<file path="config.mk">
export PLATFORM = sky130hd
export DESIGN_NAME = slot_resp_tx
export DESIGN_NICKNAME = d
export VERILOG_FILES = /design/src/rtl/rt_pkg.sv /design/src/rtl/rt_deadline.sv /design/src/rtl/rt_shifter.sv /design/src/rtl/rt_precount.sv /design/src/rtl/slot_resp_tx.sv
export SDC_FILE = /design/constraint.sdc
export NUM_CORES = 1
export LEC_CHECK = 0
export BUFFER_PORTS_ARGS = -buffer_cell sky130_fd_sc_hd__buf_2
export CAP_MARGIN = 10
export CORE_MARGIN = 4
export CORE_UTILIZATION = 40
export DETAILED_ROUTE_END_ITERATION = 8
export PLACE_DENSITY = 0.7
export SYNTH_ARGS = -nofsm -noshare
export SYNTH_HDL_FRONTEND = slang
export SYNTH_SLANG_ARGS = --single-unit
</file>
<file path="constraint.sdc">
create_clock -name clk -period 4.4 [get_ports clk]
set_input_delay 0.44 -clock clk [delete_from_list [all_inputs] [get_ports clk]]
set_output_delay 0.44 -clock clk [all_outputs]
set_load 0.1 [all_outputs]
</file>
<file path="src/rtl/rt_pkg.sv">
package rt_pkg;
   typedef enum logic [1:0] {
      ST_IDLE = 2'd0,
      ST_PRE  = 2'd1,
      ST_WAIT = 2'd2,
      ST_SLOT = 2'd3
   } rt_state_e;
endpackage

</file>
<file path="src/rtl/rt_deadline.sv">
// Slot deadline register with a selectable reached-comparison variant.
module rt_deadline #(
   parameter int TS_W      = 32,
   parameter int STEP      = 21,
   parameter bit WRAP_SAFE = 1'b1
) (
   input  logic            clk,
   input  logic            rst_n,
   input  logic            load,
   input  logic [TS_W-1:0] base,
   input  logic [TS_W-1:0] offset,
   input  logic            advance,
   input  logic [TS_W-1:0] now,
   output logic [TS_W-1:0] deadline,
   output logic            reached
);
   localparam logic [TS_W-1:0] STEP_V = TS_W'(STEP);

   if (STEP < 1) begin : g_bad_step
      $error("rt_deadline: STEP must be positive");
   end
   if (TS_W < 8) begin : g_bad_ts
      $error("rt_deadline: TS_W too narrow");
   end

   logic [TS_W-1:0] dl_q;

   always_ff @(posedge clk) begin
      if (!rst_n)       dl_q <= '0;
      else if (load)    dl_q <= base + offset;
      else if (advance) dl_q <= dl_q + STEP_V;
   end

   assign deadline = dl_q;

   if (WRAP_SAFE) begin : g_wrap
      logic [TS_W-1:0] diff;
      assign diff    = now - dl_q;
      assign reached = ~diff[TS_W-1];
   end else begin : g_plain
      assign reached = (now >= dl_q);
   end
endmodule

</file>
<file path="src/rtl/rt_shifter.sv">
// Holds the reply bits and the number of bits still to send.
module rt_shifter #(
   parameter int DATA_W = 16,
   parameter int LEN_W  = 5
) (
   input  logic              clk,
   input  logic              rst_n,
   input  logic              load,
   input  logic [DATA_W-1:0] word,
   input  logic [LEN_W-1:0]  len,
   input  logic              shift,
   output logic              cur_bit,
   output logic              empty
);
   if (DATA_W < 1) begin : g_bad_w
      $error("rt_shifter: DATA_W must be positive");
   end
   if ((1 << LEN_W) <= DATA_W) begin : g_bad_len
      $error("rt_shifter: LEN_W cannot hold DATA_W");
   end

   logic [DATA_W-1:0] sh_q;
   logic [LEN_W-1:0]  rem_q;

   always_ff @(posedge clk) begin
      if (!rst_n) begin
         sh_q  <= '0;
         rem_q <= '0;
      end else if (load) begin
         sh_q  <= word;
         rem_q <= len;
      end else if (shift) begin
         sh_q  <= sh_q >> 1;
         rem_q <= rem_q - LEN_W'(1);
      end
   end

   assign cur_bit = sh_q[0];
   assign empty   = (rem_q == '0);
endmodule

</file>
<file path="src/rtl/rt_precount.sv">
// Down counter that paces the keystream pre-advance, one step per clock.
module rt_precount #(
   parameter int CNT_W = 6
) (
   input  logic             clk,
   input  logic             rst_n,
   input  logic             load,
   input  logic [CNT_W-1:0] value,
   output logic             last
);
   logic [CNT_W-1:0] cnt_q;

   always_ff @(posedge clk) begin
      if (!rst_n)              cnt_q <= '0;
      else if (load)           cnt_q <= value;
      else if (cnt_q != '0)    cnt_q <= cnt_q - CNT_W'(1);
   end

   assign last = (cnt_q == CNT_W'(1));
endmodule

</file>
<file path="src/rtl/slot_resp_tx.sv">
module slot_resp_tx #(
   parameter int TS_W       = 32,
   parameter int DATA_W     = 16,
   parameter int SLOT_TICKS = 21,
   parameter int DATA_GAP   = 70,
   parameter int ACK_GAP    = 758,
   parameter bit WRAP_SAFE  = 1'b1,
   localparam int LEN_W     = $clog2(DATA_W + 1)
) (
   input  logic              clk,
   input  logic              rst_n,
   input  logic              tick,
   input  logic [TS_W-1:0]   now_ts,
   input  logic [TS_W-1:0]   rx_end_ts,
   input  logic              req,
   input  logic [DATA_W-1:0] req_word,
   input  logic [LEN_W-1:0]  req_len,
   input  logic              req_ack,
   input  logic              ks_bit,
   output logic              ks_step,
   output logic              mod_en,
   output logic              busy,
   output logic              done,
   output logic [TS_W-1:0]   tx_end_ts
);
   import rt_pkg::*;

   localparam int DATA_PRE = DATA_GAP / SLOT_TICKS - 1;
   localparam int ACK_PRE  = ACK_GAP / SLOT_TICKS - 1;
   localparam int PRE_MAX  = (ACK_PRE > DATA_PRE) ? ACK_PRE : DATA_PRE;
   localparam int PRE_W    = $clog2(PRE_MAX + 1);

   if (DATA_PRE < 1 || ACK_PRE < 1) begin : g_bad_gap
      $error("slot_resp_tx: each gap must span at least two slots");
   end

   rt_state_e state_q;
   logic      xor_en_q, mod_q, done_q;
   logic [TS_W-1:0] end_q;

   logic len_ok, accept, reached, slot_hit, bit_load, finish, pre_last;
   logic sh_bit, sh_empty;
   logic [TS_W-1:0] deadline, gap_off;
   logic [DATA_W-1:0] load_word;
   logic [LEN_W-1:0]  load_len;
   logic [PRE_W-1:0]  pre_val;

   assign len_ok    = (req_len != '0) && (req_len <= LEN_W'(DATA_W));
   assign accept    = req && (state_q == ST_IDLE) && (req_ack || len_ok);
   assign gap_off   = req_ack ? TS_W'(ACK_GAP) : TS_W'(DATA_GAP);
   assign pre_val   = req_ack ? PRE_W'(ACK_PRE) : PRE_W'(DATA_PRE);
   assign load_word = req_ack ? DATA_W'(1) : req_word;
   assign load_len  = req_ack ? LEN_W'(1) : req_len;

   assign slot_hit  = tick && reached;
   assign bit_load  = slot_hit && ((state_q == ST_WAIT) ||
                                   ((state_q == ST_SLOT) && !sh_empty));
   assign finish    = slot_hit && (state_q == ST_SLOT) && sh_empty;
   assign ks_step   = (state_q == ST_PRE) || bit_load;

   rt_deadline #(.TS_W(TS_W), .STEP(SLOT_TICKS), .WRAP_SAFE(WRAP_SAFE)) u_dl (
      .clk      (clk),
      .rst_n    (rst_n),
      .load     (accept),
      .base     (rx_end_ts),
      .offset   (gap_off),
      .advance  (bit_load),
      .now      (now_ts),
      .deadline (deadline),
      .reached  (reached)
   );

   rt_shifter #(.DATA_W(DATA_W), .LEN_W(LEN_W)) u_sh (
      .clk     (clk),
      .rst_n   (rst_n),
      .load    (accept),
      .word    (load_word),
      .len     (load_len),
      .shift   (bit_load),
      .cur_bit (sh_bit),
      .empty   (sh_empty)
   );

   rt_precount #(.CNT_W(PRE_W)) u_pre (
      .clk   (clk),
      .rst_n (rst_n),
      .load  (accept),
      .value (pre_val),
      .last  (pre_last)
   );

   always_ff @(posedge clk) begin
      if (!rst_n) begin
         state_q  <= ST_IDLE;
         xor_en_q <= 1'b0;
         mod_q    <= 1'b0;
         done_q   <= 1'b0;
         end_q    <= '0;
      end else begin
         done_q <= 1'b0;
         unique case (state_q)
            ST_IDLE: if (accept) begin
               state_q  <= ST_PRE;
               xor_en_q <= !req_ack;
            end
            ST_PRE:  if (pre_last) state_q <= ST_WAIT;
            ST_WAIT: if (bit_load) begin
               mod_q   <= sh_bit ^ (xor_en_q & ks_bit);
               state_q <= ST_SLOT;
            end
            ST_SLOT: begin
               if (bit_load) begin
                  mod_q <= sh_bit ^ (xor_en_q & ks_bit);
               end else if (finish) begin
                  mod_q   <= 1'b0;
                  done_q  <= 1'b1;
                  end_q   <= deadline;
                  state_q <= ST_IDLE;
               end
            end
            default: state_q <= ST_IDLE;
         endcase
      end
   end

   assign mod_en    = mod_q;
   assign busy      = (state_q != ST_IDLE);
   assign done      = done_q;
   assign tx_end_ts = end_q;
endmodule

</file>
==> summary.txt, run 1 <==
Worst setup path
  • Crit Path Max Fanout: 5
  • Crit Path Class: register to output port
  • CP startpoint kind: register
  • Most used cell, CP: nand2_1
  • Crit path max-delay cell type: dfxtp_1
  • Critical Path Sink Type: output port
  • Arrival time at the worst endpoint: 3.01 ns
  • Crit-path max cell delay: around 0.37 ns
  • Critical-path cell list: inv_1 -> ha_1 -> a21oi_1 -> nand2_1 -> a221o_1 -> a211o_1 -> a2111o_1 -> nand2_1 -> nand2_1 -> nand2b_1 -> buf_12
  • CP required: 3.96 ns

Route
  • Drt drc: 0
  • DR WL/cell: 16.35 um
  • Wire length on met3: 1.124 mm
  • Met2 routed WL: 7.303 mm
  • Drt first pass iters: 6
  • Vias: 5449
  • Post-Route WL: 16.40 mm
  • Vias per std cell: 5.433
  • Routed Antenna Nets: 0
  • M1 WL: about 7.6 mm
  • Max Used Layer: met5
  • DRT iter0 DRCs: a little over 300

Cells and area
  • Final Non-Filler Cells: approximately 1000
  • P&R area growth vs syn: 19.12%
  • Area of the multi-input gates: 3642 um^2
  • Share of cells above drive strength 1: 19.71%
  • Final core utilization: 49.56%
  • Design Area, Final: 6985 um^2
  • Register area: 1922 um^2
  • Filler Cell Count: 1391
  • Final net count: 952

Clocking
  • CTS clk-pin slew, worst paths: 0.07 ns
  • CTS Sinks: 96
  • H-tree levels: 3
  • Post-CTS Resized: 0
  • CTS tree: yes
  • Hold_buf cts: 0
  • CTS buffer count: 9
  • Max Buffers Root-to-Sink: 2
  • Clk_lat worst skew: about 0.35 ns
  • CTS root buffer: clkbuf_16
  • Buffer count from post-CTS setup fixing: 0

Timing
  • Clk_skew: approximately 0.0068 ns
  • Fraction of the cycle the final worst path needs: 78.35%
  • RSZ-0062 raised after global routing: no
  • F_max: roughly 290 MHz
  • Fin crit period: 3.447 ns
  • Final Hold Violating Endpoints: 0
  • Sum of negative setup slack: 0 ns
  • Final slew viol count: 0
  • Setup Viol. Count Final: 0
  • Slew margin rel.: 41.08%
  • Worst slew pin tran: 0.8797 ns

Yosys
  • Count of flip-flops with a built-in enable after synthesis: 0
  • Fraction of registers with async set/reset: 0%
  • Net Count, Synth: 841
  • Cell area after synthesis: 5864 um^2
  • Yosys reg bits: 96
  • Syn avg cell area: 8.306 um^2
  • Ys Warns: 0
  • Cell variety after synth: 60
  • Synth top area cells: dfxtp_1 33%, ha_1 9.4%, xnor2_1 6.4%
  • Commonest cells in the netlist: 96 x dfxtp_1, 70 x nand2_1, 60 x nor2_1
  • Register area share after synthesis: 32.77%
  • Cells after synthesis: 706
  • Top FF cell, synth: dfxtp_1
  • Largest area contributor in the netlist: dfxtp_1
  • Post-synth top area share: 32.77%
  • Most frequent cell after synthesis: dfxtp_1

Outcome
  • Outcome: finished clean

GRT
  • Initial antenna violation count: 3
  • First-pass GRT wire length: 26.76 mm
  • Vias in the first global route: approximately 5300
  • Total GRT Usage: approximately 20%
  • Largest net degree at the start of global routing: 81
  • Gr ovfl total: 0

Placement
  • Dpl cells: 986
  • Dpl hpwl: 12.29 mm
  • GPL Wtd Cong: 0.8313
  • DP Area: 6669 um^2
  • IO Port Bufs: 126

Floorplan
  • Die area: 16660 um^2
  • Die span in y: 129.1 um
  • Floorplan core area: 14100 um^2
  • Core Rows: 43
  • Ports: 127
  • Die W: 129.1 um
  • Initial core utilization: 41.60%

Pwr
  • Pwr/cell area: 453.3 nW/um^2
  • Max VDD drop: 0.4002 mV
  • Pleak: 0.002860 uW

Hold path
  • Hold Path Class: input port to register

Flow run
  • # Max-Cap Violations: 0
[worst paths after layout]
kind                           from             to  slack (ns)  cells past startpoint
setup reg to reg   u_dl.deadline[1]   u_sh.sh_q[4]        1.07                     12
hold / removal           req_len[3]  u_sh.rem_q[3]        0.32                      3
hold reg to reg        u_sh.sh_q[4]   u_sh.sh_q[3]        0.48                      2
setup / recovery  u_dl.deadline[29]        ks_step        0.95                     11
[layer usage]
| metal | track usage, % | vias to the layer above |
|---|---|---|
| met3 | 4.617 | 27 |
| met1 | 26.79 | 2518 |
| met4 | 7.041 | 4 |
| met2 | 31.74 | 159 |
| met5 | 0 | - |
| li1 | - | 2741 |
[metrics by stage]
stage	setup slack, ns	hold slack (ns)	power [uW]
6_report	0.9526	0.3177	3166
3_5_place_dp	0.9739	0.4665	2326
3_3_place_gp	1.075	0.4631	2312
5_1_grt	0.7270	0.3409	3377
4_1_cts	0.9332	0.3078	3172
2_1_floorplan	1.037	0.4439	2009
[sequential cells by signal (all words and copies together), names as in the netlist, 2 cells and up]
name and cells:
u_sh.sh_q 16, state_q 2, u_sh.rem_q 5, u_dl.deadline 32, u_pre.cnt_q 6, tx_end_ts 32
[where the power goes]
part           leakage, uW  switching [uW]  internal [uW]
sequential        0.000785             135           1020
clock             0.000150             344            499
combinational      0.00193             721            450
[cell usage in the layout, fill, tap and decap left out, types with 4 or more instances in the layout]
master     count
nor4_1        10
nand2_1       70
clkbuf_16      9
and4_1         5
and3_1        14
dfxtp_1       96
o22ai_1        9
xnor2_1       43
nor3_1        17
nand4_1       21
buf_2        125
ha_1          44
mux2i_1       34
nor2_1        60
inv_1         41
a211oi_1       7
xor2_1        20
buf_4          7
a31oi_1        4
a21oi_1       52
o21ai_0       31
a311oi_1      15
nor3b_1        4
nand3_1       18
[layout make-up]
type | count | area share (%)
Tap cell | 180 | 3.224
Antenna cell | 1 | 0.03582
Inverter | 43 | 2.311
Sequential cell | 96 | 27.51
Clock buffer | 11 | 3.332
Multi-Input combinational cell | 533 | 52.14
Clock inverter | 5 | 1.164
Timing Repair Buffer | 134 | 10.28
[critical path, delay by kind of cell, from the launching register on]
| family | cells | cell delay (ns) |
|---|---|---|
| fa+ha+maj | 1 | 0.32 |
| compound gates | 4 | 1.15 |
| flops | 1 | 0.37 |
| buf+inv | 2 | 0.30 |
| simple gates | 4 | 0.52 |
[cell families after synthesis]
kind of cell	after synthesis	share of synthesized area, %
compound gates	145	15.62
xor+xnor	63	9.409
fa+ha+maj	44	9.388
buf+inv	77	5.398
flops	96	32.77
mux	35	5.995
simple gates	246	21.42
(Power assumes the default switching activity.)
==> run 2: changes to the inputs <==
- ABC_AREA: not set -> 1
- PLACE_DENSITY: 0.7 -> 0.71
- clock period: 4.4 -> 3 ns (I/O delays scaled with it)
==> run 2 against run 1 <==
  * Total power up 85%
  * Final cell count rose by 41%
  * Critical path type unchanged
  * Setup slack worse by 0.78 ns
  * Wire length grew 23%
==> summary.txt, run 2 <==
Clocking
  • Clk_lat worst skew: 0.36 ns (about the same)
  • Hold_buf cts: 0 (unchanged)
  • Buffer count from post-CTS setup fixing: 0 (unchanged)
  • CTS root buffer: clkbuf_16
  • H-tree levels: 3 (unchanged)
  • CTS clk-pin slew, worst paths: 0.08 ns (about the same)
  • CTS tree: yes
  • CTS buffer count: 9 (unchanged)
  • Max Buffers Root-to-Sink: 2 (unchanged)
  • CTS Sinks: 96 (unchanged)

GRT
  • Total GRT Usage: 20.35% (+0.35 points)
  • Largest net degree at the start of global routing: 78 (-3.7%)
  • Vias in the first global route: 6685 (+25%)
  • Gr ovfl total: 0 (unchanged)
  • First-pass GRT wire length: 32.60 mm (+22%)
  • Initial antenna violation count: 1 (-2)

Cells and area
  • P&R area growth vs syn: 17.52%
  • Commonest non-fill, non-tap cell in the layout: nand2_1
  • Final Non-Filler Cells: 1416 (+41%)
  • Most frequent cells in the layout: 245 x nand2_1, 144 x nor2_1, 127 x inv_1
  • Design Area, Final: 8025 um^2 (+15%)
  • Area of the multi-input gates: 4202 um^2 (+15%)
  • Share of cells above drive strength 1: 16.92% (-2.8 points)
  • Final core utilization: 48.22% (-1.3 points)
  • Final net count: 1324 (+39%)
  • Filler Cell Count: 1701 (+22%)
  • Register area: 1936 um^2 (+0.72%)

Worst setup path
  • Critical Path Sink Type: output port
  • R2R Path Start: u_dl.deadline[27]
  • Arrival time at the worst endpoint: 2.52 ns (-0.49 ns)
  • CP delay by family, top: simple AND/OR/NAND/NOR gates
  • CP startpoint kind: register
  • Critical-path cell list: inv_1 -> ha_1 -> nand2_1 -> nor2_2 -> and2_4 -> nand2_1 -> nor2_2 -> nand2_2 -> nand2_2 -> nand2_1 -> nand3_2 -> inv_2 -> nand2_4 -> nand2_2 -> buf_12
  • Crit-path max cell delay: 0.44 ns (+0.07 ns)
  • Crit. path cell count: 15 (+4)
  • Beginning of the critical path: u_dl.deadline[27]
  • CP bufs+invs: 3 (+1)
  • Crit Path Max Fanout: 6 (+1)
  • CP required: 2.70 ns (-1.26 ns)
  • Crit path max-delay cell type: dfxtp_1
  • R2r worst-path depth: 18 (+6)
  • Crit Path Class: register to output port

Placement
  • GPL Wtd Cong: 0.9223 (+11%)
  • Dpl hpwl: 15.29 mm (+24%)
  • DP Area: 7661 um^2 (+15%)
  • IO Port Bufs: 126 (unchanged)
  • Dpl cells: 1398 (+42%)

Yosys
  • Yosys reg bits: 96 (unchanged)
  • Synth top area cells: dfxtp_1 28%, nand2_1 14%, ha_1 8.1%
  • Fraction of registers with async set/reset: 0% (unchanged)
  • Count of flip-flops with a built-in enable after synthesis: 0 (unchanged)
  • Cell area after synthesis: 6829 um^2 (+16%)
  • Net Count, Synth: 1209 (+44%)
  • Register area share after synthesis: 28.14% (-4.6 points)
  • Most frequent cell after synthesis: nand2_1
  • Cells after synthesis: 1074 (+52%)
  • Ys Warns: 0 (unchanged)
  • Largest area contributor in the netlist: dfxtp_1
  • Cell variety after synth: 48 (-20%)
  • Syn avg cell area: 6.359 um^2 (-23%)
  • Top FF cell, synth: dfxtp_1
  • Post-synth top area share: 28.14% (-4.6 points)
  • Commonest cells in the netlist: 246 x nand2_1, 144 x nor2_1, 127 x inv_1

Outcome
  • Outcome: finished clean

Pwr
  • Pleak: 0.003670 uW (+28%)
  • Max VDD drop: 0.5482 mV (+37%)
  • Pwr/cell area: 731.7 nW/um^2 (+61%)
  • Final total power: 5872 uW (+85%)

Timing
  • Clk_skew: 0.01314 ns (+0.006362 ns)
  • Final Hold Violating Endpoints: 0 (unchanged)
  • F_max: 354.2 MHz
  • WHS: 0.2051 ns (-0.1125 ns)
  • Worst slew pin tran: 0.7489 ns (-0.1308 ns)
  • Slew margin rel.: 50.08% (+9.0 points)
  • Setup Viol. Count Final: 0 (unchanged)
  • Fraction of the cycle the final worst path needs: 94.12%
  • Fin crit period: between 2 and 3 ns
  • Final slew viol count: 0 (unchanged)

Route
  • Drt first pass iters: 7 (+1)
  • Vias per std cell: 5.030 (-7.4%)
  • Routed Antenna Nets: 0 (unchanged)
  • Post-Route WL: 20.13 mm (+23%)
  • Drt drc: 0 (unchanged)
  • DRT iter0 DRCs: 506 (+67%)
  • DR WL/cell: 14.21 um (-13%)
  • Vias: 7123 (+31%)

Hold path
  • HP Start: req_word[15]
  • Hold-critical path depth: 3 (unchanged)
  • Hold Path Class: input port to register

Floorplan
  • Core Rows: 47 (+9.3%)
  • Floorplan core area: 16640 um^2 (+18%)
  • Die span in y: 138.7 um (+7.4%)
  • Die W: 138.7 um (+7.4%)
  • Die area: 19230 um^2 (+15%)
  • Ports: 127 (unchanged)
  • Initial core utilization: 41.03% (-0.57 points)

Flow run
  • # Max-Cap Violations: 0 (unchanged)
==> run 2: cell count changes in the layout (fill, tap and decap cells not counted), sizes merged, moves of 9 or more <==
cell	previous run	this run
a21oi	52	75
a311oi	15	0
and3	15	0
buf	134	143
inv	41	133
mux2i	34	0
nand2	70	252
nand3	18	68
nor2	61	149
o21ai	32	113
xnor2	43	10
==> run 2: repair_timing <==
item / CTS / global route
cloned: 0 / 0
endpoints found under the setup margin: 1 / 1
resized for setup: 1 / 16
pin swaps: 0 / 0
==> run 2: layout make-up <==
| type | instances | share of cell area (%) |
|---|---|---|
| flip-flops and latches | 96 | 24.12 |
| repair buffers | 143 | 9.791 |
| multi-input cells | 806 | 52.35 |
| diodes | 2 | 0.06236 |
| clock buffers | 10 | 2.853 |
| well taps | 220 | 3.430 |
| inverters | 133 | 6.252 |
| clock inverters | 6 | 1.138 |
==> run 2: cell families (layout without fill, tap and decap cells) <==
kind of cell             Yosys count  count (layout)  share of synthesized area [%]
adder cells (fa/ha/maj)           44              44                          8.062
buffers and inverters            172             292                          10.48
AND/OR/NAND/NOR                  521             521                          32.72
other                              0               2                              0
XOR/XNOR                          36              36                          4.617
flip-flops                        96              96                          28.14
AO/OA/AOI/OAI                    205             205                          15.98
==> run 2: per-stage QoR <==
stage | setup slack [ns] | setup TNS [ns]
6_report | 0.1765 | 0
3_5_place_dp | 0.3018 | 0
2_1_floorplan | 0.4581 | 0
3_3_place_gp | 0.3289 | 0
5_1_grt | -0.01240 | -0.01240
4_1_cts | 0.02505 | 0
==> run 2: worst min-delay path: cells and delay by family <==
family / cells / cell delay (ns)
compound gates: 1 / 0.06
buf+inv: 1 / 0.09
simple gates: 1 / 0.07
==> run 2: final timing paths <==
kind / endpoint / slack [ns]
setup / recovery: ks_step / 0.18
hold reg to reg: tx_end_ts[6] / 0.44
hold / removal: u_sh.sh_q[15] / 0.21
setup reg to reg: u_sh.sh_q[3] / 0.32
==> run 2: power breakdown <==
group	leakage [uW]	switching [uW]	internal, uW	total, uW
Sequential	0.000789	276	1560	1840
Combinational	0.00272	1800	948	2750
Clock	0.000157	545	737	1280
Total	0.00367	2620	3250	5870
==> run 2: layer usage <==
metal  vias to the layer above  track usage [%]  share of wire (%)
li1                       3718                -                  -
met1                      3158            26.69                 46
met2                       213            33.56                 46
met3                        34            4.448                6.3
met4                         0            6.385                2.5
met5                         -                0                  0
